## config.mk

```make
export PLATFORM = sky130hd
export DESIGN_NAME = mpuart
export DESIGN_NICKNAME = d
export VERILOG_FILES = /design/src/rtl/mpuart.sv
export SDC_FILE = /design/constraint.sdc
export NUM_CORES = 1
export LEC_CHECK = 0
export ABC_AREA = 1
export BUFFER_PORTS_ARGS = -buffer_cell sky130_fd_sc_hd__buf_2
export CORE_MARGIN = 3
export CORE_UTILIZATION = 45
export CTS_CLUSTER_SIZE = 28
export DETAILED_ROUTE_END_ITERATION = 10
export SYNTH_ARGS = -nofsm -noshare
export SYNTH_HDL_FRONTEND = slang
export SYNTH_SLANG_ARGS = --single-unit
```

## constraint.sdc

```tcl
create_clock -name clk -period 1.6 [get_ports clk]
set_input_delay 0.08 -clock clk [delete_from_list [all_inputs] [get_ports clk]]
set_output_delay 0.08 -clock clk [all_outputs]
set_load 0.1 [all_outputs]
```

## src/rtl/mpuart.sv

```systemverilog
module mpuart #(
  parameter int FIX_DIV = 64,
  parameter int OVS     = 16
) (
  input  logic       clk,
  input  logic       rst_n,
  input  logic [1:0] mode_sel,
  input  logic       dbl_speed,
  input  logic       baud_tick,
  input  logic       tx_wr,
  input  logic [7:0] tx_data,
  input  logic       tx_bit9,
  output logic       txd,
  output logic       tx_flag,
  input  logic       tx_flag_clr,
  input  logic       rxd,
  input  logic       rx_en,
  input  logic       mp_filter,
  output logic [7:0] rx_data,
  output logic       rx_bit9,
  output logic       rx_flag,
  input  logic       rx_flag_clr
);

  localparam int STEP = FIX_DIV / OVS;
  localparam int PW   = $clog2(STEP + 1);
  localparam int SW   = $clog2(OVS);
  localparam int MID  = OVS / 2;

  logic [PW-1:0] pre;
  wire  [PW-1:0] pre_top  = dbl_speed ? PW'(STEP / 2 - 1) : PW'(STEP - 1);
  wire           fix_tick = (pre >= pre_top);
  wire           tick     = (mode_sel == 2'b10) ? fix_tick : baud_tick;
  wire           mode_on  = (mode_sel != 2'b00);

  always_ff @(posedge clk or negedge rst_n)
    if (!rst_n)        pre <= '0;
    else if (fix_tick) pre <= '0;
    else               pre <= pre + PW'(1);

  logic [SW-1:0] tx_div;
  logic          tx_pend, tx_act, tx_nine;
  logic [10:0]   tx_sh;
  logic [3:0]    tx_left;

  wire bnd       = tick && (tx_div == SW'(OVS - 1));
  wire tx_accept = tx_wr && !tx_pend && !tx_act && mode_on;
  wire tx_set    = bnd && tx_act && (tx_left == 4'd1);

  always_ff @(posedge clk or negedge rst_n)
    if (!rst_n)    tx_div <= '0;
    else if (tick) tx_div <= (tx_div == SW'(OVS - 1)) ? '0 : tx_div + SW'(1);

  always_ff @(posedge clk or negedge rst_n) begin
    if (!rst_n) begin
      tx_pend <= 1'b0;
      tx_act  <= 1'b0;
      tx_nine <= 1'b0;
      tx_sh   <= '1;
      tx_left <= '0;
      txd     <= 1'b1;
    end else if (tx_pend) begin
      if (bnd) begin
        txd     <= tx_sh[0];
        tx_sh   <= {1'b1, tx_sh[10:1]};
        tx_left <= tx_nine ? 4'd10 : 4'd9;
        tx_act  <= 1'b1;
        tx_pend <= 1'b0;
      end
    end else if (tx_act) begin
      if (bnd) begin
        if (tx_left == 4'd0) begin
          tx_act <= 1'b0;
          txd    <= 1'b1;
        end else begin
          txd     <= tx_sh[0];
          tx_sh   <= {1'b1, tx_sh[10:1]};
          tx_left <= tx_left - 4'd1;
        end
      end
    end else if (tx_accept) begin
      tx_sh   <= {1'b1, (mode_sel == 2'b01) ? 1'b1 : tx_bit9, tx_data, 1'b0};
      tx_nine <= (mode_sel != 2'b01);
      tx_pend <= 1'b1;
    end
  end

  always_ff @(posedge clk or negedge rst_n)
    if (!rst_n)           tx_flag <= 1'b0;
    else if (tx_set)      tx_flag <= 1'b1;
    else if (tx_flag_clr) tx_flag <= 1'b0;

  logic          rx_s1, rx_s2, rx_prev, rx_act, smp_a, smp_b;
  logic [SW-1:0] rx_ph;
  logic [3:0]    rx_idx;
  logic [7:0]    rx_sh;

  wire vote      = (smp_a & smp_b) | (smp_a & rx_s2) | (smp_b & rx_s2);
  wire start_det = rx_prev && !rx_s2 && rx_en && mode_on && !rx_act;
  wire decide    = rx_act && tick && (rx_ph == SW'(MID + 1));
  wire store     = decide && (rx_idx == 4'd9) && !rx_flag && (!mp_filter || vote);

  always_ff @(posedge clk or negedge rst_n)
    if (!rst_n) {rx_s1, rx_s2, rx_prev} <= 3'b111;
    else        {rx_s1, rx_s2, rx_prev} <= {rxd, rx_s1, rx_s2};

  always_ff @(posedge clk or negedge rst_n) begin
    if (!rst_n) begin
      rx_act <= 1'b0;
      rx_ph  <= '0;
      rx_idx <= '0;
      smp_a  <= 1'b1;
      smp_b  <= 1'b1;
      rx_sh  <= '0;
    end else if (!rx_act) begin
      if (start_det) begin
        rx_act <= 1'b1;
        rx_ph  <= '0;
        rx_idx <= '0;
      end
    end else if (tick) begin
      if (rx_ph == SW'(OVS - 1)) begin
        rx_ph  <= '0;
        rx_idx <= rx_idx + 4'd1;
      end else begin
        rx_ph <= rx_ph + SW'(1);
      end
      if (rx_ph == SW'(MID - 1)) smp_a <= rx_s2;
      if (rx_ph == SW'(MID))     smp_b <= rx_s2;
      if (decide) begin
        if (rx_idx == 4'd0)      rx_act <= !vote;
        else if (rx_idx == 4'd9) rx_act <= 1'b0;
        else                     rx_sh  <= {vote, rx_sh[7:1]};
      end
    end
  end

  always_ff @(posedge clk or negedge rst_n)
    if (!rst_n) begin
      rx_data <= '0;
      rx_bit9 <= 1'b0;
      rx_flag <= 1'b0;
    end else if (store) begin
      rx_data <= rx_sh;
      rx_bit9 <= vote;
      rx_flag <= 1'b1;
    end else if (rx_flag_clr) begin
      rx_flag <= 1'b0;
    end


  tx_flag_on_stop_chk: assert property (@(posedge clk) disable iff (!rst_n)
    $rose(tx_flag) |-> txd);


  tx_flag_keep_chk: assert property (@(posedge clk) disable iff (!rst_n)
    tx_flag && !tx_flag_clr |=> tx_flag);


  tx_busy_ignore_chk: assert property (@(posedge clk) disable iff (!rst_n)
    tx_act |=> !tx_pend);


  rx_hold_chk: assert property (@(posedge clk) disable iff (!rst_n)
    rx_flag && !rx_flag_clr |=> $stable(rx_data) && $stable(rx_bit9));


  rx_filter_chk: assert property (@(posedge clk) disable iff (!rst_n)
    $rose(rx_flag) && $past(mp_filter) |-> rx_bit9);


  rx_flag_keep_chk: assert property (@(posedge clk) disable iff (!rst_n)
    rx_flag && !rx_flag_clr |=> rx_flag);


  rx_mode_off_chk: assert property (@(posedge clk) disable iff (!rst_n)
    (mode_sel == 2'b00) && !rx_act |=> !rx_act);

endmodule

```

==> metrics.md, run 1 <==
| Metric | Value |
|---|---|
| Count leader, synth | nand2_1 |
| Fraction of registers with async set/reset | 100% |
| P&R area growth vs syn | 21.2% |
| CTS tree | yes |
| Total GRT Usage | 16.7% |
| Vias in the first global route | 2,199 |
| Post-synth EDFFs | 0 |
| Syn Area/Cell | 8.92 um2 |
| Main area contributors after synthesis | dfrtp_1 (35%), nand2_1 (15%), dfstp_2 (14%) |
| Vias per cell | 4.86 |
| Routing usage on met2 | 26.6% |
| Clk sinks | 58 |
| CP max stage delay | 380 ps |
| CTS H-tree lvls | 3 |
| Worst-margin pin slew | 495 ps |
| DR vias | 2,338 |
| CTS max path bufs | 2 |
| First-pass GRT wire length | 10,000 um |
| Antenna cells | 0 |
| Layer carrying the most global-route usage | met2 |
| Power Internal | 3.45 mW |
| Switching power share of the total | 35.6% |
| Synth Warn # | 0 |
| Cell count after synthesis | 341 |
| Share of cells above drive strength 1 | 33.2% |
| Mapped Nets | 374 |
| Num ports | 33 |
| Clock Skew | 5.87 ps |
| CP endpoint kind | flop |
| Die outline width | 88.2 um |
| CP Cell Sequence | ha_1, nand2_2, nand2_2, nor2_2, nor2_4, nand3_4, nand2_1, nand2_1 |
| Final slew viol count | 0 |
| Pwr dens | 1460 nW/um2 |
| Area leader, netlist | dfrtp_1 |
| Outcome | finished clean |
| Worst-Skew Late Latency | 340 ps |
| Final ANT Viol Nets | 0 |
| Final Core Density | 57.0% |
| Final setup violation count | 0 |
| Pre-Repair DR Iteration Count | 4 |
| Final hold violation count | 0 |
| Synth top cells by count | nand2_1 (123), dfrtp_1 (42), inv_1 (28), nand3_1 (17), nor2_1 (17) |
| Root Driver | clkbuf_8 |
| Hpwl dp | 4100 um |
| Post-synthesis cell type count | 35 |
| Site Rows | 29 |
| Final period util | 95.2% |
| Drt total wl | 6080 um |
| Detailed-route DRC error count | 0 |
| Filler cell count | 586 |
| Max_slew headroom | 67.3% |
| Crit-path max FO | 7 |
| Post-synthesis sequential area ratio | 48.4% |
| Max_cap viols | 0 |
| P_sw | 1.91 mW |
| Initial Util | 47.1% |
| Initial drt markers | 54 |
| Worst setup SP type | flop |
| Die area | 7780 um2 |
| Max frequency | 657 MHz |
| Port Buffer Count | 32 |
| Yosys reg bits | 58 |
| Clock slew at reported path FFs | 70 ps |
| Placeable Area | 6460 um2 |
| GRT overflow | 0 |
| Final net count | 432 |
| R2R Setup Slk | 80 ps |
| Clock network fraction of design power | 25.8% |
| Gpl congestion | 0.765 |
| Met1 global-route usage | 21.5% |
| Critical path's slowest cell | dfrtp_1 |
| Crit path DAT | 1740 ps |
| Synth top area share | 34.6% |
| Leak | 1.91 nW |
| Largest net degree at the start of global routing | 39 |
| CP required | 1820 ps |
| Fraction of power consumed by sequential logic | 41.1% |
| Minimum clock period | 1520 ps |
| Setup_tns | 0 ps |
| Worst vdd ir | 590 uV |
| RSZ-0062 raised after global routing | true |
| Worst hold path class | in2reg |
| Global Route met3 Usage | 6.21% |
| Crit path kind | reg2reg |
| WL/cell | 12.6 um |
| Mapped cell area | 3040 um2 |
| Die Y | 88.2 um |
| CTS Buf Count | 9 |
| Main flop type after synthesis | dfrtp_1 |
| Gate power share | 33.1% |
| Initial antenna violation count | 0 |
-- final timing paths --
kind	startpoint	end	cells past startpoint
min in group asynchronous	rst_n	rx_sh[1]	3
min	tx_wr	tx_nine	3
max in group asynchronous	rst_n	tx_sh[4]	3
max reg2reg	pre[1]	tx_left[3]	8
min reg2reg	rx_s1	rx_s2	0
max	pre[1]	tx_left[3]	8
-- logic make-up (layout without fill, tap and decap cells) --
logic type	count (synthesis)	in the layout	synth area share (%)
AND/OR/NAND/NOR	189	191	30.6
AO/OA/AOI/OAI	29	30	5.68
flip-flops	58	58	48.4
XOR/XNOR	6	6	1.73
adder cells (fa/ha/maj)	12	12	4.94
multiplexers	8	8	2.96
buffers and inverters	39	99	5.68
-- area by class of cell --
cell class | count | area [um2] | area share (%)
Multi-Input combinational cell | 247 | 1480 | 40.3
Sequential cell | 58 | 1470 | 40.0
Timing Repair Buffer | 49 | 298 | 8.08
Clock buffer | 10 | 138 | 3.74
Inverter | 34 | 130 | 3.53
Tap cell | 77 | 96.3 | 2.62
Clock inverter | 6 | 66.3 | 1.80
-- metrics by stage --
step	cells	hold WS, ps	setup slack [ps]	power, mW	area, um2
2_1_floorplan	341	-216	136	3.45	3040
3_5_place_dp	451	73.4	-20.3	3.80	3300
5_1_grt	481	61.9	-32.8	5.78	3680
6_report	481	35.1	77.5	5.36	3680
4_1_cts	471	17.7	-20.7	5.24	3560
3_3_place_gp	451	73.3	28.5	3.77	3300
-- power groups by stage --
stage / logic, mW / registers, mW / clock network (mW)
after floorplan: 1.29 / 2.15 / 0
after global routing: 2.02 / 2.26 / 1.50
after global placement: 1.54 / 2.22 / 0
final: 1.77 / 2.21 / 1.38
after detailed placement: 1.58 / 2.23 / 0
after CTS: 1.61 / 2.21 / 1.42
-- critical path: cells and delay by family, from the launching register on --
kind	cells	cell delay [ps]
adder cells (fa/ha/maj)	1	290
AND/OR/NAND/NOR	7	740
flip-flops	1	380
-- metal layers --
| metal | wire length [um] | vias up |
|---|---|---|
| met3 | 233 | 7 |
| met2 | 2970 | 27 |
| li1 | - | 1206 |
| met4 | 54 | 0 |
| met5 | 0 | - |
| met1 | 2830 | 1098 |
-- cells in the final DEF (no fill, tap or decap), types with 3 or more instances in the layout --
cell type and count:
o21bai_4 3, dlygate4sd3_1 4, nor2_4 8, nand2_4 4
dfrtp_1 41, nand3_1 17, dfstp_2 16, nand4_1 3
ha_1 12, buf_4 13, o21ai_1 6, o21ai_0 15
clkinvlp_4 3, inv_2 6, nand2_2 10, nand2_1 116
buf_2 32, nand3_2 4, mux2_2 8, nand3_4 5
xor2_1 3, nor2_1 16, inv_1 26, clkbuf_8 10
nor2_2 3, xnor2_1 3
-- flip-flops by register name, summed over array words and instances, names as in the netlist --
| name | count |
|---|---|
| pre | 3 |
| rx_act | 1 |
| rx_bit9 | 1 |
| rx_data | 8 |
| rx_flag | 1 |
| rx_idx | 4 |
| rx_ph | 4 |
| rx_prev | 1 |
| rx_s1 | 1 |
| rx_s2 | 1 |
| rx_sh | 8 |
| smp_a | 1 |
| smp_b | 1 |
| tx_act | 1 |
| tx_div | 4 |
| tx_flag | 1 |
| tx_left | 4 |
| tx_nine | 1 |
| tx_pend | 1 |
| tx_sh | 10 |
| txd | 1 |
-- what timing repair did --
item,CTS,global route
hold buffers,4,0
resized for setup,2,15
setup endpoints to repair,9,35
buffers inserted,0,7
endpoints found under the hold margin,48,0
pin swaps,1,24
gates cloned,0,3
(Power assumes the default switching activity.)
==> inputs of run 2 (changes only) <==
--- a/config.mk
+++ b/config.mk
@@ -8,9 +8,11 @@
 export ABC_AREA = 1
 export BUFFER_PORTS_ARGS = -buffer_cell sky130_fd_sc_hd__buf_2
 export CORE_MARGIN = 3
-export CORE_UTILIZATION = 45
+export CORE_UTILIZATION = 58
 export CTS_CLUSTER_SIZE = 28
 export DETAILED_ROUTE_END_ITERATION = 10
+export GPL_TIMING_DRIVEN = 0
+export PLACE_DENSITY = 0.79
 export SYNTH_ARGS = -nofsm -noshare
 export SYNTH_HDL_FRONTEND = slang
 export SYNTH_SLANG_ARGS = --single-unit
==> metrics.md, run 2 (same netlist as run 1, synthesis figures left out) <==
| Metric | Value |
|---|---|
| Outcome | finished clean |
| CTS max path bufs | 2 (unchanged) |
| Worst setup SP type | flop |
| Final instance area | 3680 um2 (unchanged) |
| Die outline width | 78.4 um (-11%) |
| Biggest regs | tx_sh (10), rx_data (8), rx_sh (8) |
| Filler cell count | 348 (-41%) |
| Max frequency | 637 MHz (-3.0%) |
| Gpl congestion | 0.858 (+12%) |
| Setup_tns | 0 ps (unchanged) |
| Hold Path Depth | 4 (+1) |
| Leak | 1.93 nW (+0.78%) |
| DR vias | 2,400 (+2.7%) |
| WP depth | 8 (unchanged) |
| Initial Util | 62.3% (+15 points) |
| CTS tree | yes |
| Vias in the first global route | 2,383 (+8.4%) |
| Worst Setup EP | rx_sh[3] |
| Initial drt markers | 105 (+94%) |
| Clock Skew | 9.57 ps (+3.70 ps) |
| Share of cells above drive strength 1 | 34.1% (+0.92 points) |
| Crit path DAT | 1800 ps (+60 ps) |
| Max_slew headroom | 52.4% (-15 points) |
| Tot Pwr | 5.44 mW (+1.5%) |
| Max_cap viols | 0 (unchanged) |
| Largest net degree at the start of global routing | 59 (+51%) |
| CP max stage delay | 410 ps (+30 ps) |
| Die area | 6150 um2 (-21%) |
| CP Cell Sequence | ha_4, nand2_4, nand3_4, nand3_4, nor2_4, nand2_4, nand2_2, nand2_1 |
| Drt total wl | 6140 um (+0.85%) |
| P&R area growth vs syn | 21.2% (unchanged) |
| Hpwl dp | 4040 um (-1.5%) |
| Minimum clock period | 1570 ps (+47.9 ps) |
| Worst vdd ir | 830 uV (+41%) |
| CP required | 1830 ps (about the same) |
| Clock slew at reported path FFs | 70 ps (about the same) |
| Critical path startpoint | pre[1] |
| DP Area | 3290 um2 (-0.46%) |
| Port Buffer Count | 32 (unchanged) |
| Antenna cells | 0 (unchanged) |
| CTS H-tree lvls | 3 (unchanged) |
| CP top delay family | simple AND/OR/NAND/NOR gates |
| Worst-margin pin slew | 713 ps (+219 ps) |
| Num ports | 33 (unchanged) |
| Clk sinks | 58 (unchanged) |
| CP endpoint kind | flop |
| Terminus of the critical flop-to-flop path | rx_sh[3] |
| Worst R2R Start | pre[1] |
| Final setup violation count | 0 (unchanged) |
| R2R Setup Slk | 30 ps (-50 ps) |
| GRT overflow | 0 (unchanged) |
| WL/cell | 13.2 um (+4.1%) |
| Worst Reg-to-Reg Cells | 8 (unchanged) |
| Initial antenna violation count | 0 (unchanged) |
| Placeable Area | 4880 um2 (-24%) |
| Root Driver | clkbuf_8 |
| Max reg flops | 10 (unchanged) |
| Final hold violation count | 0 (unchanged) |
| Final ANT Viol Nets | 0 (unchanged) |
| Final period util | 98.1% (+3.0 points) |
| Worst hold path class | in2reg |
| Largest Register | tx_sh |
| Vias per cell | 5.15 (+6.0%) |
| Total GRT Usage | 21.6% (+4.9 points) |
| Fin Hold WS | 66.8 ps (+31.8 ps) |
| RSZ-0062 raised after global routing | true |
| Die Y | 78.4 um (-11%) |
| Final net count | 427 (-1.2%) |
| Site Rows | 25 (-14%) |
| Crit-path max FO | 8 (+1) |
| Most common cell after layout, fill and taps aside | nand2_1 |
| CTS Buf Count | 9 (unchanged) |
| Final slew viol count | 0 (unchanged) |
| CP Buf/Inv Count | 0 (unchanged) |
| Worst-Skew Late Latency | 340 ps (about the same) |
| Crit path kind | reg2reg |
| Pre-Repair DR Iteration Count | 4 (unchanged) |
| Detailed-route DRC error count | 0 (unchanged) |
| Most frequent cells in the layout | nand2_1 (111), dfrtp_1 (41), buf_2 (32) |
| First-pass GRT wire length | 10,500 um (+5.0%) |
| Pwr dens | 1480 nW/um2 (+1.5%) |
| Critical path's slowest cell | dfrtp_1 |
## run 2: layer usage
layer | wire length [um] | global-route usage, % | vias up
met3 | 315 | 6.08 | 7
met2 | 3050 | 36.2 | 57
met1 | 2700 | 26.9 | 1146
li1 | - | - | 1190
met4 | 68 | 7.34 | 0
met5 | 0 | 0 | -
## run 2: worst reg2reg max path: stages (launching register included)
cell and delay (ps):
dfrtp_1 410, ha_4 290, nand2_4 50, nand3_4 130
nand3_4 110, nor2_4 210, nand2_4 130, nand2_2 90
nand2_1 50
## run 2: power breakdown
part / internal [mW] / switching (mW)
combinational: 0.746 / 1.01
sequential: 1.91 / 0.284
clock: 0.914 / 0.578
## run 2: cell type report
cell class | instances | area [um2] | area share, %
clock buffers | 11 | 141 | 3.84
well taps | 67 | 83.8 | 2.28
inverters | 34 | 130 | 3.53
clock inverters | 5 | 77.6 | 2.11
multi-input cells | 247 | 1510 | 41.0
plain buffers | 5 | 42.5 | 1.15
repair buffers | 39 | 225 | 6.11
flip-flops and latches | 58 | 1470 | 40.0
## run 2: how the worst min path moves through the flow
stage | start | slack [ps] | end
3_3_place_gp | rxd | 190 | rx_s1
3_5_place_dp | rxd | 190 | rx_s1
5_1_grt | tx_data[6] | 80 | tx_sh[7]
4_1_cts | rst_n | 50 | pre[2]
2_1_floorplan | rst_n | -220 | pre[0]
6_report | mode_sel[1] | 70 | tx_sh[9]
## run 2: stage by stage
stage	setup slack (ps)	std cells	utilization [%]
5_1_grt	-53.0	466	75.5
4_1_cts	8.66	460	72.9
6_report	29.7	466	75.5
2_1_floorplan	136	341	-
3_3_place_gp	13.0	440	67.3
3_5_place_dp	-20.9	440	67.3
## run 2: what timing repair did
action                                  in CTS  in global routing
buffers inserted                             1                  2
gates resized for setup                      3                 23
hold endpoints to repair                     3                 42
pin swaps                                    2                 10
endpoints found under the setup margin      13                 39
gates cloned                                 0                  3
hold buffers                                 3                  1
==> inputs of run 3 (changes only) <==
--- a/config.mk
+++ b/config.mk
@@ -13,6 +13,7 @@
 export DETAILED_ROUTE_END_ITERATION = 10
 export GPL_TIMING_DRIVEN = 0
 export PLACE_DENSITY = 0.79
+export SETUP_SLACK_MARGIN = 0.1
 export SYNTH_ARGS = -nofsm -noshare
 export SYNTH_HDL_FRONTEND = slang
 export SYNTH_SLANG_ARGS = --single-unit
==> metrics.md, run 3 (same netlist as run 1, synthesis figures left out) <==
| Metric | Value |
|---|---|
| P&R area growth vs syn | 25.2% |
| Initial Util | 62.3% (unchanged) |
| Final period util | 99.1% (+1.0 points) |
| Vias in the first global route | 2,456 (+3.1%) |
| RSZ-0062 raised after global routing | true |
| CP Cell Sequence | ha_4, nand2_4, nand3_4, nand3_4, nor2_4, nand2_4, nand2_2, nand2_2 |
| CP max stage delay | 420 ps (about the same) |
| Worst vdd ir | 819 uV (-1.3%) |
| Num ports | 33 (unchanged) |
| CTS max path bufs | 2 (unchanged) |
| Crit path kind | reg2reg |
| Placeable Area | 4880 um2 (unchanged) |
| Initial antenna violation count | 0 (unchanged) |
| Pwr dens | 1480 nW/um2 (+0.47%) |
| Most frequent cells in the layout | nand2_1 (104), dfrtp_1 (41), buf_2 (32) |
| Clk sinks | 58 (unchanged) |
| Root Driver | clkbuf_8 |
| Die outline width | 78.4 um (unchanged) |
| Max reg flops | 10 (unchanged) |
| Fraction of power consumed by sequential logic | 38.9% (-1.3 points) |
| Final slew viol count | 0 (unchanged) |
| Detailed-route DRC error count | 0 (unchanged) |
| CTS H-tree lvls | 3 (unchanged) |
| Antenna cells | 0 (unchanged) |
| Most common cell after layout, fill and taps aside | nand2_1 |
| CP Buf/Inv Count | 0 (unchanged) |
| GRT overflow | 0 (unchanged) |
| Final setup violation count | 0 (unchanged) |
| Clock slew at reported path FFs | 70 ps (about the same) |
| Worst-Skew Late Latency | 340 ps (about the same) |
| First-pass GRT wire length | 11,000 um (+4.1%) |
| Vias per cell | 5.15 (about the same) |
| Critical path's slowest cell | dfrtp_1 |
| Filler cell count | 325 (-6.6%) |
| Hpwl dp | 4040 um (unchanged) |
| Pre-Repair DR Iteration Count | 5 (+1) |
| Final WS setup | 13.7 ps (-16.0 ps) |
| WL/cell | 14.0 um (+6.4%) |
| Clock network fraction of design power | 26.6% (-0.8 points) |
| Final ANT Viol Nets | 0 (unchanged) |
| CTS tree | yes |
| Crit-path max FO | 8 (unchanged) |
| P_sw | 1.99 mW (+5.9%) |
| Max_slew headroom | 52.0% (-0.48 points) |
| Die Y | 78.4 um (unchanged) |
| Leak | 1.99 nW (+3.1%) |
| Initial drt markers | 122 (+16%) |
| Final net count | 434 (+1.6%) |
| Gate power share | 34.4% (+2.1 points) |
| Max frequency | 630 MHz (-1.0%) |
| Share of cells above drive strength 1 | 38.2% (+4.1 points) |
| Max_cap viols | 0 (unchanged) |
| Outcome | finished clean |
| Site Rows | 25 (unchanged) |
| Worst setup SP type | flop |
| Setup_tns | 0 ps (unchanged) |
| Port Buffer Count | 32 (unchanged) |
| Clock Skew | 12.7 ps (+3.08 ps) |
| Worst-margin pin slew | 721 ps (+7.16 ps) |
| CTS Buf Count | 9 (unchanged) |
| Power Internal | 3.66 mW (+2.7%) |
| CP required | 1840 ps (about the same) |
| Final hold violation count | 0 (unchanged) |
| Gpl congestion | 0.858 (unchanged) |
| CP top delay family | simple AND/OR/NAND/NOR gates |
| DR vias | 2,438 (+1.6%) |
| Switching power share of the total | 35.2% (+0.69 points) |
| Die area | 6150 um2 (unchanged) |
| Total GRT Usage | 22.7% (+1.0 points) |
| CP endpoint kind | flop |
| Minimum clock period | 1590 ps (+16.0 ps) |
| Largest net degree at the start of global routing | 59 (unchanged) |
| Crit path DAT | 1820 ps (+20 ps) |
| Post-Place Setup Slack | -20.9 ps (unchanged) |
| Drt total wl | 6630 um (+8.0%) |
| Largest Register | tx_sh |
| Worst hold path class | in2reg |
| Biggest regs | tx_sh (10), rx_data (8), rx_sh (8) |
## run 3: area by class of cell
type / instances / area (um2) / area share (%)
Tap cell: 67 / 83.8 / 2.20
Inverter: 34 / 133 / 3.48
Timing Repair Buffer: 46 / 285 / 7.50
Clock inverter: 5 / 77.6 / 2.04
Multi-Input combinational cell: 247 / 1560 / 41.1
Clock buffer: 11 / 141 / 3.71
Sequential cell: 58 / 1470 / 38.7
Buffer: 5 / 50.0 / 1.31
## run 3: path summary, 6_finish.rpt
| check | start | depth (start not counted) | slack [ps] | end |
|---|---|---|---|---|
| worst max-delay path | pre[1] | 8 | 10 | rx_sh[1] |
| worst min-delay path | tx_wr | 3 | 60 | tx_nine |
| worst max register to register | pre[1] | 8 | 10 | rx_sh[1] |
| worst min register to register | rx_s1 | 0 | 360 | rx_s2 |
| max in group asynchronous | rst_n | 2 | 740 | rx_flag |
| min in group asynchronous | rst_n | 2 | 330 | tx_div[2] |
## run 3: metal layers
metal	track usage, %	share of wire [%]
met1	27.9	44
met2	39.0	51
met3	5.96	3.8
met4	6.82	1.2
met5	0	0
## run 3: metrics by stage
stage	cells	hold WS (ps)	cell area [um2]	power (mW)	util [%]
5_1_grt	473	74.5	3810	6.02	78.0
3_3_place_gp	440	185	3290	3.71	67.3
2_1_floorplan	341	-216	3040	3.45	-
6_report	473	57.5	3810	5.65	78.0
4_1_cts	466	49.7	3650	5.47	74.7
3_5_place_dp	440	187	3290	3.79	67.3
## run 3: power by group through the flow
stage	sequential (mW)	clock, mW	combinational [mW]
detailed placement	2.20	0	1.60
global placement	2.17	0	1.54
CTS	2.17	1.53	1.77
global route	2.25	1.60	2.18
finish	2.20	1.50	1.95
floorplan	2.15	0	1.29
## run 3: what timing repair did
item | in CTS | in global routing
buffers inserted | 5 | 5
gates cloned | 2 | 1
hold buffers | 3 | 1
setup endpoints to repair | 38 | 50
hold endpoints to repair | 3 | 42
pin swaps | 9 | 18
resized for setup | 14 | 38
## run 3: worst reg2reg max path, cell delays in order (launching register included)
cell,delay (ps)
dfrtp_1,420
ha_4,290
nand2_4,50
nand3_4,130
nand3_4,100
nor2_4,210
nand2_4,140
nand2_2,110
nand2_2,40
